[config.mk]
export PLATFORM = sky130hd
export DESIGN_NAME = ep_dma_gate
export DESIGN_NICKNAME = d
export VERILOG_FILES = /design/src/rtl/ep_dma_pkg.sv /design/src/rtl/ep_dma_slot.sv /design/src/rtl/ep_dma_regif.sv /design/src/rtl/ep_dma_gate.sv
export SDC_FILE = /design/constraint.sdc
export NUM_CORES = 1
export LEC_CHECK = 0
export BUFFER_PORTS_ARGS = -buffer_cell sky130_fd_sc_hd__buf_2
export CAP_MARGIN = 10
export CORE_MARGIN = 8
export CORE_UTILIZATION = 45
export CTS_CLUSTER_DIAMETER = 100
export DETAILED_ROUTE_END_ITERATION = 16
export PLACE_DENSITY = 0.81
export SLEW_MARGIN = 40
export SYNTH_ARGS = -nofsm -noshare
export SYNTH_HDL_FRONTEND = slang
export SYNTH_HIERARCHICAL = 1
export SYNTH_SLANG_ARGS = --single-unit
[constraint.sdc]
create_clock -name clk -period 4.3 [get_ports clk]
set_input_delay 0.43 -clock clk [delete_from_list [all_inputs] [get_ports clk]]
set_output_delay 0.43 -clock clk [all_outputs]
set_load 0.03 [all_outputs]
[src/rtl/ep_dma_pkg.sv]
package ep_dma_pkg;
  localparam int unsigned REG_AW   = 12;
  localparam logic [REG_AW-1:0] OFS_STAT = 12'h284;
  localparam logic [REG_AW-1:0] OFS_ENA  = 12'h288;
  localparam logic [REG_AW-1:0] OFS_DIS  = 12'h28C;
  localparam logic [REG_AW-1:0] OFS_SUM  = 12'h290;
  localparam int unsigned NUM_CTRL_EP = 2;
endpackage

[src/rtl/ep_dma_slot.sv]
module ep_dma_slot #(
  parameter bit LOCKED = 1'b0
) (
  input  logic clk,
  input  logic rst,
  input  logic set_hit,
  input  logic clr_hit,
  input  logic busy,
  input  logic done,
  input  logic err,
  output logic en
);
  logic en_q;
  logic pend_q;

  always_ff @(posedge clk) begin
    if (rst) begin
      en_q   <= 1'b0;
      pend_q <= 1'b0;
    end else if (err) begin
      en_q   <= 1'b0;
      pend_q <= 1'b0;
    end else if (clr_hit) begin
      if (busy && en_q) begin
        pend_q <= 1'b1;
      end else begin
        en_q   <= 1'b0;
        pend_q <= 1'b0;
      end
    end else if (set_hit) begin
      en_q   <= !LOCKED;
      pend_q <= 1'b0;
    end else if (pend_q && (done || !busy)) begin
      en_q   <= 1'b0;
      pend_q <= 1'b0;
    end
  end

  assign en = en_q;

  assert_err_clears_R6: assert property (@(posedge clk) disable iff (rst)
    err |=> !en_q);
  assert_set_takes_R1: assert property (@(posedge clk) disable iff (rst)
    (set_hit && !clr_hit && !err) |=> (en_q == !LOCKED));
  assert_busy_defers_R5: assert property (@(posedge clk) disable iff (rst)
    (en_q && busy && clr_hit && !err) |=> en_q);
endmodule

[src/rtl/ep_dma_regif.sv]
module ep_dma_regif
  import ep_dma_pkg::*;
#(
  parameter int unsigned NUM_EP = 32,
  parameter int unsigned ADDR_W = REG_AW,
  parameter int unsigned DATA_W = 32
) (
  input  logic              clk,
  input  logic              rst,
  input  logic              bus_wr,
  input  logic              bus_rd,
  input  logic [ADDR_W-1:0] bus_addr,
  input  logic [DATA_W-1:0] bus_wdata,
  input  logic [NUM_EP-1:0] en_vec,
  input  logic [NUM_EP-1:0] eot_status,
  input  logic [NUM_EP-1:0] desc_req_status,
  output logic [NUM_EP-1:0] set_mask,
  output logic [NUM_EP-1:0] clr_mask,
  output logic              dis_write,
  output logic [DATA_W-1:0] bus_rdata
);
  localparam logic [ADDR_W-1:0] A_STAT = ADDR_W'(OFS_STAT);
  localparam logic [ADDR_W-1:0] A_ENA  = ADDR_W'(OFS_ENA);
  localparam logic [ADDR_W-1:0] A_DIS  = ADDR_W'(OFS_DIS);
  localparam logic [ADDR_W-1:0] A_SUM  = ADDR_W'(OFS_SUM);

  logic ena_write;
  assign ena_write = bus_wr && (bus_addr == A_ENA);
  assign dis_write = bus_wr && (bus_addr == A_DIS);
  assign set_mask  = ena_write ? bus_wdata[NUM_EP-1:0] : '0;
  assign clr_mask  = dis_write ? bus_wdata[NUM_EP-1:0] : '0;

  logic [DATA_W-1:0] rd_mux;
  always_comb begin
    rd_mux = '0;
    if (bus_addr == A_STAT) rd_mux = DATA_W'(en_vec);
    else if (bus_addr == A_SUM) rd_mux = DATA_W'({|desc_req_status, |eot_status});
  end

  always_ff @(posedge clk) begin
    if (rst)         bus_rdata <= '0;
    else if (bus_rd) bus_rdata <= rd_mux;
  end

  assert_summary_R7: assert property (@(posedge clk) disable iff (rst)
    (bus_rd && bus_addr == A_SUM) |=>
      (bus_rdata == DATA_W'({$past(|desc_req_status), $past(|eot_status)})));
  assert_wo_reads_zero_R9: assert property (@(posedge clk) disable iff (rst)
    (bus_rd && (bus_addr == A_ENA || bus_addr == A_DIS)) |=> (bus_rdata == '0));
endmodule

[src/rtl/ep_dma_gate.sv]
module ep_dma_gate
  import ep_dma_pkg::*;
#(
  parameter int unsigned NUM_EP = 32,
  parameter int unsigned ADDR_W = REG_AW,
  parameter int unsigned DATA_W = 32
) (
  input  logic              clk,
  input  logic              rst,
  input  logic              bus_wr,
  input  logic              bus_rd,
  input  logic [ADDR_W-1:0] bus_addr,
  input  logic [DATA_W-1:0] bus_wdata,
  output logic [DATA_W-1:0] bus_rdata,
  input  logic [NUM_EP-1:0] xfer_busy,
  input  logic [NUM_EP-1:0] xfer_done,
  input  logic [NUM_EP-1:0] xfer_err,
  input  logic [NUM_EP-1:0] eot_status,
  input  logic [NUM_EP-1:0] desc_req_status,
  input  logic              proceed_set,
  output logic [NUM_EP-1:0] ep_dma_en,
  output logic              proceed
);
  logic [NUM_EP-1:0] set_mask;
  logic [NUM_EP-1:0] clr_mask;
  logic              dis_write;

  ep_dma_regif #(.NUM_EP(NUM_EP), .ADDR_W(ADDR_W), .DATA_W(DATA_W)) u_regif (
    .clk(clk), .rst(rst), .bus_wr(bus_wr), .bus_rd(bus_rd),
    .bus_addr(bus_addr), .bus_wdata(bus_wdata), .en_vec(ep_dma_en),
    .eot_status(eot_status), .desc_req_status(desc_req_status),
    .set_mask(set_mask), .clr_mask(clr_mask), .dis_write(dis_write),
    .bus_rdata(bus_rdata)
  );

  for (genvar g = 0; g < NUM_EP; g++) begin : g_ep
    ep_dma_slot #(.LOCKED(g < NUM_CTRL_EP)) u_slot (
      .clk(clk), .rst(rst),
      .set_hit(set_mask[g]), .clr_hit(clr_mask[g]),
      .busy(xfer_busy[g]), .done(xfer_done[g]), .err(xfer_err[g]),
      .en(ep_dma_en[g])
    );
  end

  always_ff @(posedge clk) begin
    if (rst)              proceed <= 1'b0;
    else if (dis_write)   proceed <= 1'b0;
    else if (proceed_set) proceed <= 1'b1;
  end

  assert_dis_clears_proceed_R4: assert property (@(posedge clk) disable iff (rst)
    (bus_wr && bus_addr == ADDR_W'(OFS_DIS)) |=> !proceed);
  assert_proceed_sets_R11: assert property (@(posedge clk) disable iff (rst)
    (proceed_set && !(bus_wr && bus_addr == ADDR_W'(OFS_DIS))) |=> proceed);
endmodule

Word level (Yosys, flattened, before mapping)
Index checks and enable logic that the tools add are counted.

Reduce and logical (&&, ||, !) cells: 229. Muxes and demuxes: 226. Eq/ne operators: 36.

Operators with widths (number): 2-to-1 mux 1 bit (222); 2-to-1 mux 32 bit (3); nonzero test 3 bit (32); logical AND 1 bit (66); OR reduction 2 bit (33); inequality test 2 bit (second input constant) (32); AND reduction 2 bit (32); OR reduction 32 bit (2); equality test 12 x 10 -> 1 bit (second input constant) (4); logical NOT 1 bit (32); logical OR 1 bit (32); 2-to-1 mux 2 bit (1).

Bits of input ports: 209. Output and inout port bits: 65. Word-level logic and storage cells: 557. Bits in registers: 97.

Logic depth before layout (Yosys ltp)
Gate-level depths: netlist (run 1).

Word-level depth: 6. Mapped depth: 8. Gate-level depth less buffers: 7.

Cells and area by module
Netlist (run 1), hierarchy kept.

By module, submodules not included: ep_dma_slot at g_ep[10].u_slot ... (times used 30, sequential area each 40.0 um2, area an instance 107.6 um2, cells an instance 10); ep_dma_regif (times used 1, sequential area each 640.6 um2, area an instance 1751.7 um2, cells an instance 184); ep_dma_gate (times used 1, sequential area each 20.0 um2, area an instance 33.8 um2, cells an instance 3); ep_dma_slot at g_ep[0].u_slot ... (times used 2, sequential area each 0.0 um2, area an instance 11.3 um2, cells an instance 2).

Worst setup path after synthesis (run 1)
No wires, ideal clock.

Kind: input port to flip-flop. From: input bus_addr[8]. To: register g_ep[10].u_slot.en_q. Cell stages on the path: 8. Setup time: 0.086 ns. Path buffers: 1. Arrival: 1.865 ns. Path slack: 2.349 ns. Required time: 4.214 ns. Path through: and4bb_2 -> nand2_4 -> nor3_4 -> clkbuf_1 -> and2_1 -> nand2b_1 -> nand3_1 -> a211oi_1.

Longest elaborated chain between the ends: 5. Elaborated cells between the ends (all ways): 11. Those cells by class: eq/ne: 3; mux: 4; reduce/logical: 4.

Ends and longest elaborated chain: start, declared (RTL line ep_dma_gate.sv:12) `input logic [ADDR_W-1:0] bus_addr,`; equality test 12 x 10 -> 1 bit * (RTL line ep_dma_regif.sv:29) `assign dis_write = bus_wr && (bus_addr == A_DIS);`; logical AND 1 bit * (RTL line ep_dma_regif.sv:29); 2-to-1 mux 32 bit * (RTL line ep_dma_regif.sv:31) `assign clr_mask = dis_write ? bus_wdata[NUM_EP-1:0] : '0;`; net clr_mask[10] (RTL line ep_dma_gate.sv:25) `logic [NUM_EP-1:0] clr_mask;`; inequality test 2 bit (no source line) / nonzero test 3 bit (equally long branches); AND reduction 2 bit (no source line); end signal, assigned (RTL line ep_dma_slot.sv:31) `en_q <= !LOCKED;`; end, declared (RTL line ep_dma_slot.sv:13) `logic en_q;`.

Mark *: on every way through the listed nets, which the timed path passes. The rest lies on a longest branch. A chain may end at the register's enable or synchronous reset.

Final worst setup path (run 1)
From: input bus_addr[6]. To: register g_ep[17].u_slot.en_q.

Longest elaborated chain between the ends: 5. Elaborated cells between the ends (all ways): 11. Those cells by class: eq/ne: 3; mux: 4; reduce/logical: 4.

Ends and longest elaborated chain: equality test 12 x 10 -> 1 bit * (RTL line ep_dma_regif.sv:29); logical AND 1 bit * (RTL line ep_dma_regif.sv:29); net dis_write (RTL line ep_dma_gate.sv:26) `logic dis_write;`; 2-to-1 mux 32 bit * (RTL line ep_dma_regif.sv:31); net clr_mask[17] (RTL line ep_dma_gate.sv:25); inequality test 2 bit (no source line) / nonzero test 3 bit (equally long branches); AND reduction 2 bit (no source line); end signal, assigned (RTL line ep_dma_slot.sv:31); end, declared (RTL line ep_dma_slot.sv:13).

Marks and branches as above.

==> flow_metrics.env, run 1 <==
export IMPL_io_pins=274
export IMPL_worst_clock_skew_ns=0.0118
export IMPL_core_area_mm2=0.0108
export IMPL_worst_skew_pair_late_latency_ns=0.36
export IMPL_netlist_instances=487
export IMPL_tns_ns=0
export IMPL_finalMaxSlewViolations=0
export IMPL_drive_gt1_share_pct=49.9
export IMPL_ant_nets=0
export IMPL_synth_nets=696
export IMPL_num_fill_cells=919
export IMPL_avgSynthCellArea_um2=10.3
export IMPL_dpl_hpwl_mm=13.6
export IMPL_cts_root_buf="clkbuf_8"
export IMPL_critical_path_max_stage_delay_ns=0.66
export IMPL_peakVddDrop_v=0.000151
export IMPL_cp_top_family="simple AND/OR/NAND/NOR gates"
export IMPL_r2r_start="g_ep[9].u_slot/en$_SDFFE_PP0P_"
export IMPL_cp_data_required_time_ns=4.57
export IMPL_final_nets=961
export IMPL_grt_util_met3_pct=6.98
export IMPL_grt_pass1_vias=5349
export IMPL_fmax_ghz=0.402
export IMPL_grt_pass1_wl_mm=26.8
export IMPL_clock_path_buffers=2
export IMPL_drc=0
export IMPL_startpoint_type="primary input"
export IMPL_drt_pass1_iterations=5
export IMPL_place_area_mm2=0.00646
export IMPL_gp_congestion=0.914
export IMPL_die_x_um=122
export IMPL_hp_start="xfer_err[30]"
export IMPL_worstPathCellList="buf_2, and4bb_2, nand2_4, nor3_4, buf_4, and2_1, nand2b_1, nand3_1, a211oi_1"
export IMPL_cts_setup_buffers=0
export IMPL_routedWlPerCell_um=19.0
export IMPL_grt_remaining_overflow=0
export IMPL_met1_usage_pct=26.5
export IMPL_final_util_pct=61.4
export IMPL_slew_headroom_pct=47.6
export IMPL_drt_iter0_markers=299
export IMPL_rr_worst_depth=3
export IMPL_hold_class="in -> reg"
export IMPL_cp_slowest_cell="nor3_4"
export IMPL_rsz0062_at_grt="no"
export IMPL_yosys_warnings=6
export IMPL_htreeDepth=3
export IMPL_maxCapViolCount=0
export IMPL_hold_depth=2
export IMPL_powerDensity_mw_per_mm2=243
export IMPL_final_cell_area_mm2=0.00665
export IMPL_use_met2_pct=38.0
export IMPL_min_period_ns=2.49
export IMPL_worstPathArrival_ns=2.76
export IMPL_hold_viol_final=0
export IMPL_path_max_fanout=16
export IMPL_setup_viol=0
export IMPL_cts_buffers=9
export IMPL_p_total_mw=1.61
export IMPL_rows=38
export IMPL_die_y_um=122
export IMPL_outcome="completed"
export IMPL_initial_core_util_pct=46.2
export IMPL_drt_wl_total_mm=17.1
export IMPL_path_class="in -> reg"
export IMPL_dr_total_vias=5064
export IMPL_p_leak_nw=2.80
export IMPL_die_area_mm2=0.0148
export IMPL_busiest_layer="met2"
export IMPL_via_per_inst=5.63
export IMPL_io_buffers=263
export IMPL_crit_start="bus_addr[6]"
export IMPL_syn_area_mm2=0.00501
export IMPL_cp_num_cells=9
export IMPL_clkTransAtPathRegs_ns=0.09
export IMPL_endpoint_kind="flop"
export IMPL_grt_max_degree=54
export IMPL_grtUsageTotal_pct=22.7
export IMPL_finalCritPeriodShare_pct=57.8
export IMPL_ctsHoldBuffers=0
export IMPL_clock_sinks=93
export IMPL_ctsResizeCount=0
export IMPL_cts_tree="built"
export IMPL_crit_buf_inv=2
export IMPL_worst_pin_slew_ns=0.786
export IMPL_areaGrowthSynthToFinish_pct=32.8
export IMPL_antenna_found_initial=3
-- path summary, 6_finish.rpt --
check / slack, ns / end
max: 1.81 / g_ep[17].u_slot/en$_SDFFE_PP0P_
min: 0.24 / g_ep[30].u_slot/pend_q$_SDFFE_PP0P_
max reg2reg: 3.29 / g_ep[9].u_slot/en$_SDFFE_PP0P_
min reg2reg: 0.48 / u_regif/bus_rdata[24]$_SDFFE_PP0P_
-- placed cells by master, fill, tap and decap left out, types with 4 or more instances in the layout --
master / n
nor4b_2: 60
o21bai_1: 32
a211oi_1: 30
a21oi_1: 30
buf_4: 5
buf_2: 263
and4_1: 4
nand2b_1: 30
nor4_1: 17
nor2b_1: 30
and2_1: 60
nor2_1: 4
a22o_2: 27
nand3_1: 31
clkbuf_8: 9
dfxtp_1: 93
-- flip-flops by register name, indices dropped and copies added, names as in the netlist --
| register | flops |
|---|---|
| u_regif/bus_rdata | 32 |
| g_ep.u_slot/en | 30 |
| g_ep.u_slot/pend_q | 30 |
| proceed | 1 |
-- area by class of cell --
class,instances,area (um2),share of cell area [%]
multi-input cells,380,3070,46.1
flip-flops and latches,93,1860,28.0
repair buffers,268,1350,20.3
well taps,140,175,2.63
clock buffers,11,131,1.97
clock inverters,5,58.8,0.884
diodes,3,7.51,0.113
-- worst reg2reg max path, stage by stage, from the launching register on --
cell and delay, ns:
dfxtp_1 0.45, nor2b_1 0.19, o21bai_1 0.08, a211oi_1 0.20
-- stage by stage --
stage | hold WS, ns | cells | worst slack (ns)
final | 0.237 | 900 | 1.81
after global routing | 0.206 | 900 | 1.69
after CTS | 0.211 | 897 | 1.85
after detailed placement | 0.462 | 881 | 1.41
after global placement | 0.459 | 881 | 1.53
after floorplan | 0.501 | 487 | 2.37
-- where the power goes --
part / switching, mW / internal, mW / total (mW) / leakage, nW
Combinational: 0.0890 / 0.0823 / 0.171 / 1.96
Sequential: 0.000658 / 0.862 / 0.863 / 0.749
Clock: 0.309 / 0.270 / 0.580 / 0.0900
-- routing by layer --
layer  routed length [um]  vias to the layer above
met4                  352                        0
met5                    0                        -
met3                 1570                       27
met2                 8150                      220
met1                 6990                     2411
li1                     -                     2406
Power figures use the tool's default switching activity.
==> run 2, diff against run 1 <==
==> constraint.sdc (replaced) <==
create_clock -name clk -period 2.38 [get_ports clk]
set_input_delay 0.238 -clock clk [delete_from_list [all_inputs] [get_ports clk]]
set_output_delay 0.238 -clock clk [all_outputs]
set_load 0.03 [all_outputs]
==> run 2 against run 1 <==
Sequential power up 81%. Die area unchanged. Register-to-register slack worse by 1.9 ns. Final cell count unchanged. Clock power is 95% higher. Utilization increased by 0.45 points. Critical endpoint is now g_ep[25].u_slot/en$_SDFFE_PP0P_. Largest cell class unchanged. Largest power group unchanged. Highest routed layer unchanged.
==> flow_metrics.env, run 2 (synthesis gave the netlist of run 1 again) <==
export IMPL_dr_total_vias=4994
export IMPL_cts_buffers=9
export IMPL_topRoutingLayerUsed="met4"
export IMPL_ctsHoldBuffers=0
export IMPL_die_y_um=122
export IMPL_ant_nets=0
export IMPL_num_fill_cells=901
export IMPL_r2r_end="g_ep[25].u_slot/en$_SDFFE_PP0P_"
export IMPL_crit_start="bus_addr[6]"
export IMPL_tns_ns=0
export IMPL_outcome="completed"
export IMPL_rsz0062_at_grt="no"
export IMPL_drt_wl_total_mm=17.1
export IMPL_worst_clock_skew_ns=0.00720
export IMPL_endpoint_kind="flop"
export IMPL_routedWlPerCell_um=19.0
export IMPL_dpl_hpwl_mm=13.8
export IMPL_final_common_cell="buf_2"
export IMPL_worst_pin_slew_ns=0.514
export IMPL_reg2reg_setup_slack_ns=1.37
export IMPL_peakVddDrop_v=0.000281
export IMPL_startpoint_type="primary input"
export IMPL_rr_worst_depth=3
export IMPL_drt_pass1_iterations=4
export IMPL_fmax_ghz=0.593
export IMPL_initial_core_util_pct=46.2
export IMPL_cts_setup_buffers=0
export IMPL_powerDensity_mw_per_mm2=448
export IMPL_worst_skew_pair_late_latency_ns=0.37
export IMPL_areaGrowthSynthToFinish_pct=33.8
export IMPL_drt_iter0_markers=318
export IMPL_final_cell_mix="263 x buf_2, 93 x dfxtp_1, 60 x nor4b_2, 60 x and2_1, 32 x o21bai_1"
export IMPL_hold_viol_final=0
export IMPL_grt_pass1_wl_mm=26.3
export IMPL_drc=0
export IMPL_r2r_start="g_ep[25].u_slot/en$_SDFFE_PP0P_"
export IMPL_ctsResizeCount=0
export IMPL_final_nets=965
export IMPL_cp_data_required_time_ns=2.66
export IMPL_hold_class="in -> reg"
export IMPL_htreeDepth=3
export IMPL_grt_max_degree=37
export IMPL_antenna_found_initial=1
export IMPL_path_max_fanout=15
export IMPL_io_pins=274
export IMPL_largest_reg_flops=32
export IMPL_wl_met1_mm=6.88
export IMPL_die_x_um=122
export IMPL_critPathCapture="g_ep[25].u_slot/en$_SDFFE_PP0P_"
export IMPL_gp_congestion=0.883
export IMPL_maxCapViolCount=0
export IMPL_wl_met2_mm=8.32
export IMPL_die_area_mm2=0.0148
export IMPL_cts_tree="built"
export IMPL_grt_remaining_overflow=0
export IMPL_slew_headroom_pct=65.4
export IMPL_clkTransAtPathRegs_ns=0.09
export IMPL_grt_pass1_vias=5233
export IMPL_grtUsageTotal_pct=22.2
export IMPL_cts_root_buf="clkbuf_8"
export IMPL_finalCritPeriodShare_pct=70.8
export IMPL_rows=38
export IMPL_clock_path_buffers=2
export IMPL_setup_viol=0
export IMPL_via_per_inst=5.55
export IMPL_final_util_pct=61.8
export IMPL_drive_gt1_share_pct=50.2
export IMPL_worstPathArrival_ns=1.96
export IMPL_wl_met3_mm=1.62
export IMPL_largest_register="u_regif/bus_rdata"
export IMPL_min_period_ns=1.69
export IMPL_path_class="in -> reg"
export IMPL_core_area_mm2=0.0108
export IMPL_clock_sinks=93
export IMPL_io_buffers=263
export IMPL_finalMaxSlewViolations=0
export IMPL_p_leak_nw=2.84
-- run 2: cell types whose count changed in the layout (fill, tap and decap cells not counted), sizes merged --
cell	previous run	this run
buf	268	272
clkinvlp	2	0
diode	3	1
bufinv	1	2
clkbuf	11	10
-- run 2: worst max-delay path, cell delays in order --
cell and delay [ns]:
buf_2 0.11, and4bb_2 0.35, nand2_4 0.09, nor3_4 0.20
buf_4 0.25, and2_1 0.23, nand2b_1 0.13, nand3_1 0.08
a211oi_1 0.28
-- run 2: how the worst min path moves through the flow --
stage                     start                            endpoint  depth (start not counted)
floorplan                   rst                proceed$_SDFFE_PP0P_                          1
global placement    xfer_err[9]  g_ep[9].u_slot/pend_q$_SDFFE_PP0P_                          2
detailed placement  xfer_err[3]  g_ep[3].u_slot/pend_q$_SDFFE_PP0P_                          2
CTS                 xfer_err[3]  g_ep[3].u_slot/pend_q$_SDFFE_PP0P_                          2
global route        xfer_err[8]  g_ep[8].u_slot/pend_q$_SDFFE_PP0P_                          2
finish              xfer_err[3]  g_ep[3].u_slot/pend_q$_SDFFE_PP0P_                          2
-- run 2: routing by layer --
metal	global-route usage [%]	vias to the layer above
met4	7.56	0
met1	25.2	2356
met2	38.2	208
li1	-	2410
met3	7.63	20
met5	0	-
-- run 2: power breakdown --
group	leakage (nW)	total, mW	internal [mW]	switching [mW]
clock	0.103	1.13	0.583	0.550
sequential	0.749	1.56	1.56	0.00133
combinational	1.99	0.311	0.151	0.160
-- run 2: area by class of cell --
class                           count  area [um2]  area share (%)
Antenna cell                        1        2.50          0.0373
Sequential cell                    93        1860            27.8
Tap cell                          140         175            2.61
Timing Repair Buffer              272        1400            20.8
Clock inverter                      4        73.8            1.10
Multi-Input combinational cell    380        3070            45.7
Clock buffer                       10         128            1.90
-- run 2: metrics by stage --
step | hold slack, ns | cell area, um2 | setup WS [ns] | total power, mW | instances
floorplan | 0.309 | 5010 | 0.647 | 1.66 | 487
global placement | 0.426 | 6500 | 0.400 | 1.89 | 885
detailed placement | 0.433 | 6500 | 0.320 | 1.90 | 885
CTS | 0.0151 | 6700 | 0.719 | 3.03 | 899
global route | 0.0142 | 6700 | 0.620 | 3.12 | 900
finish | 0.0367 | 6700 | 0.695 | 3.00 | 900
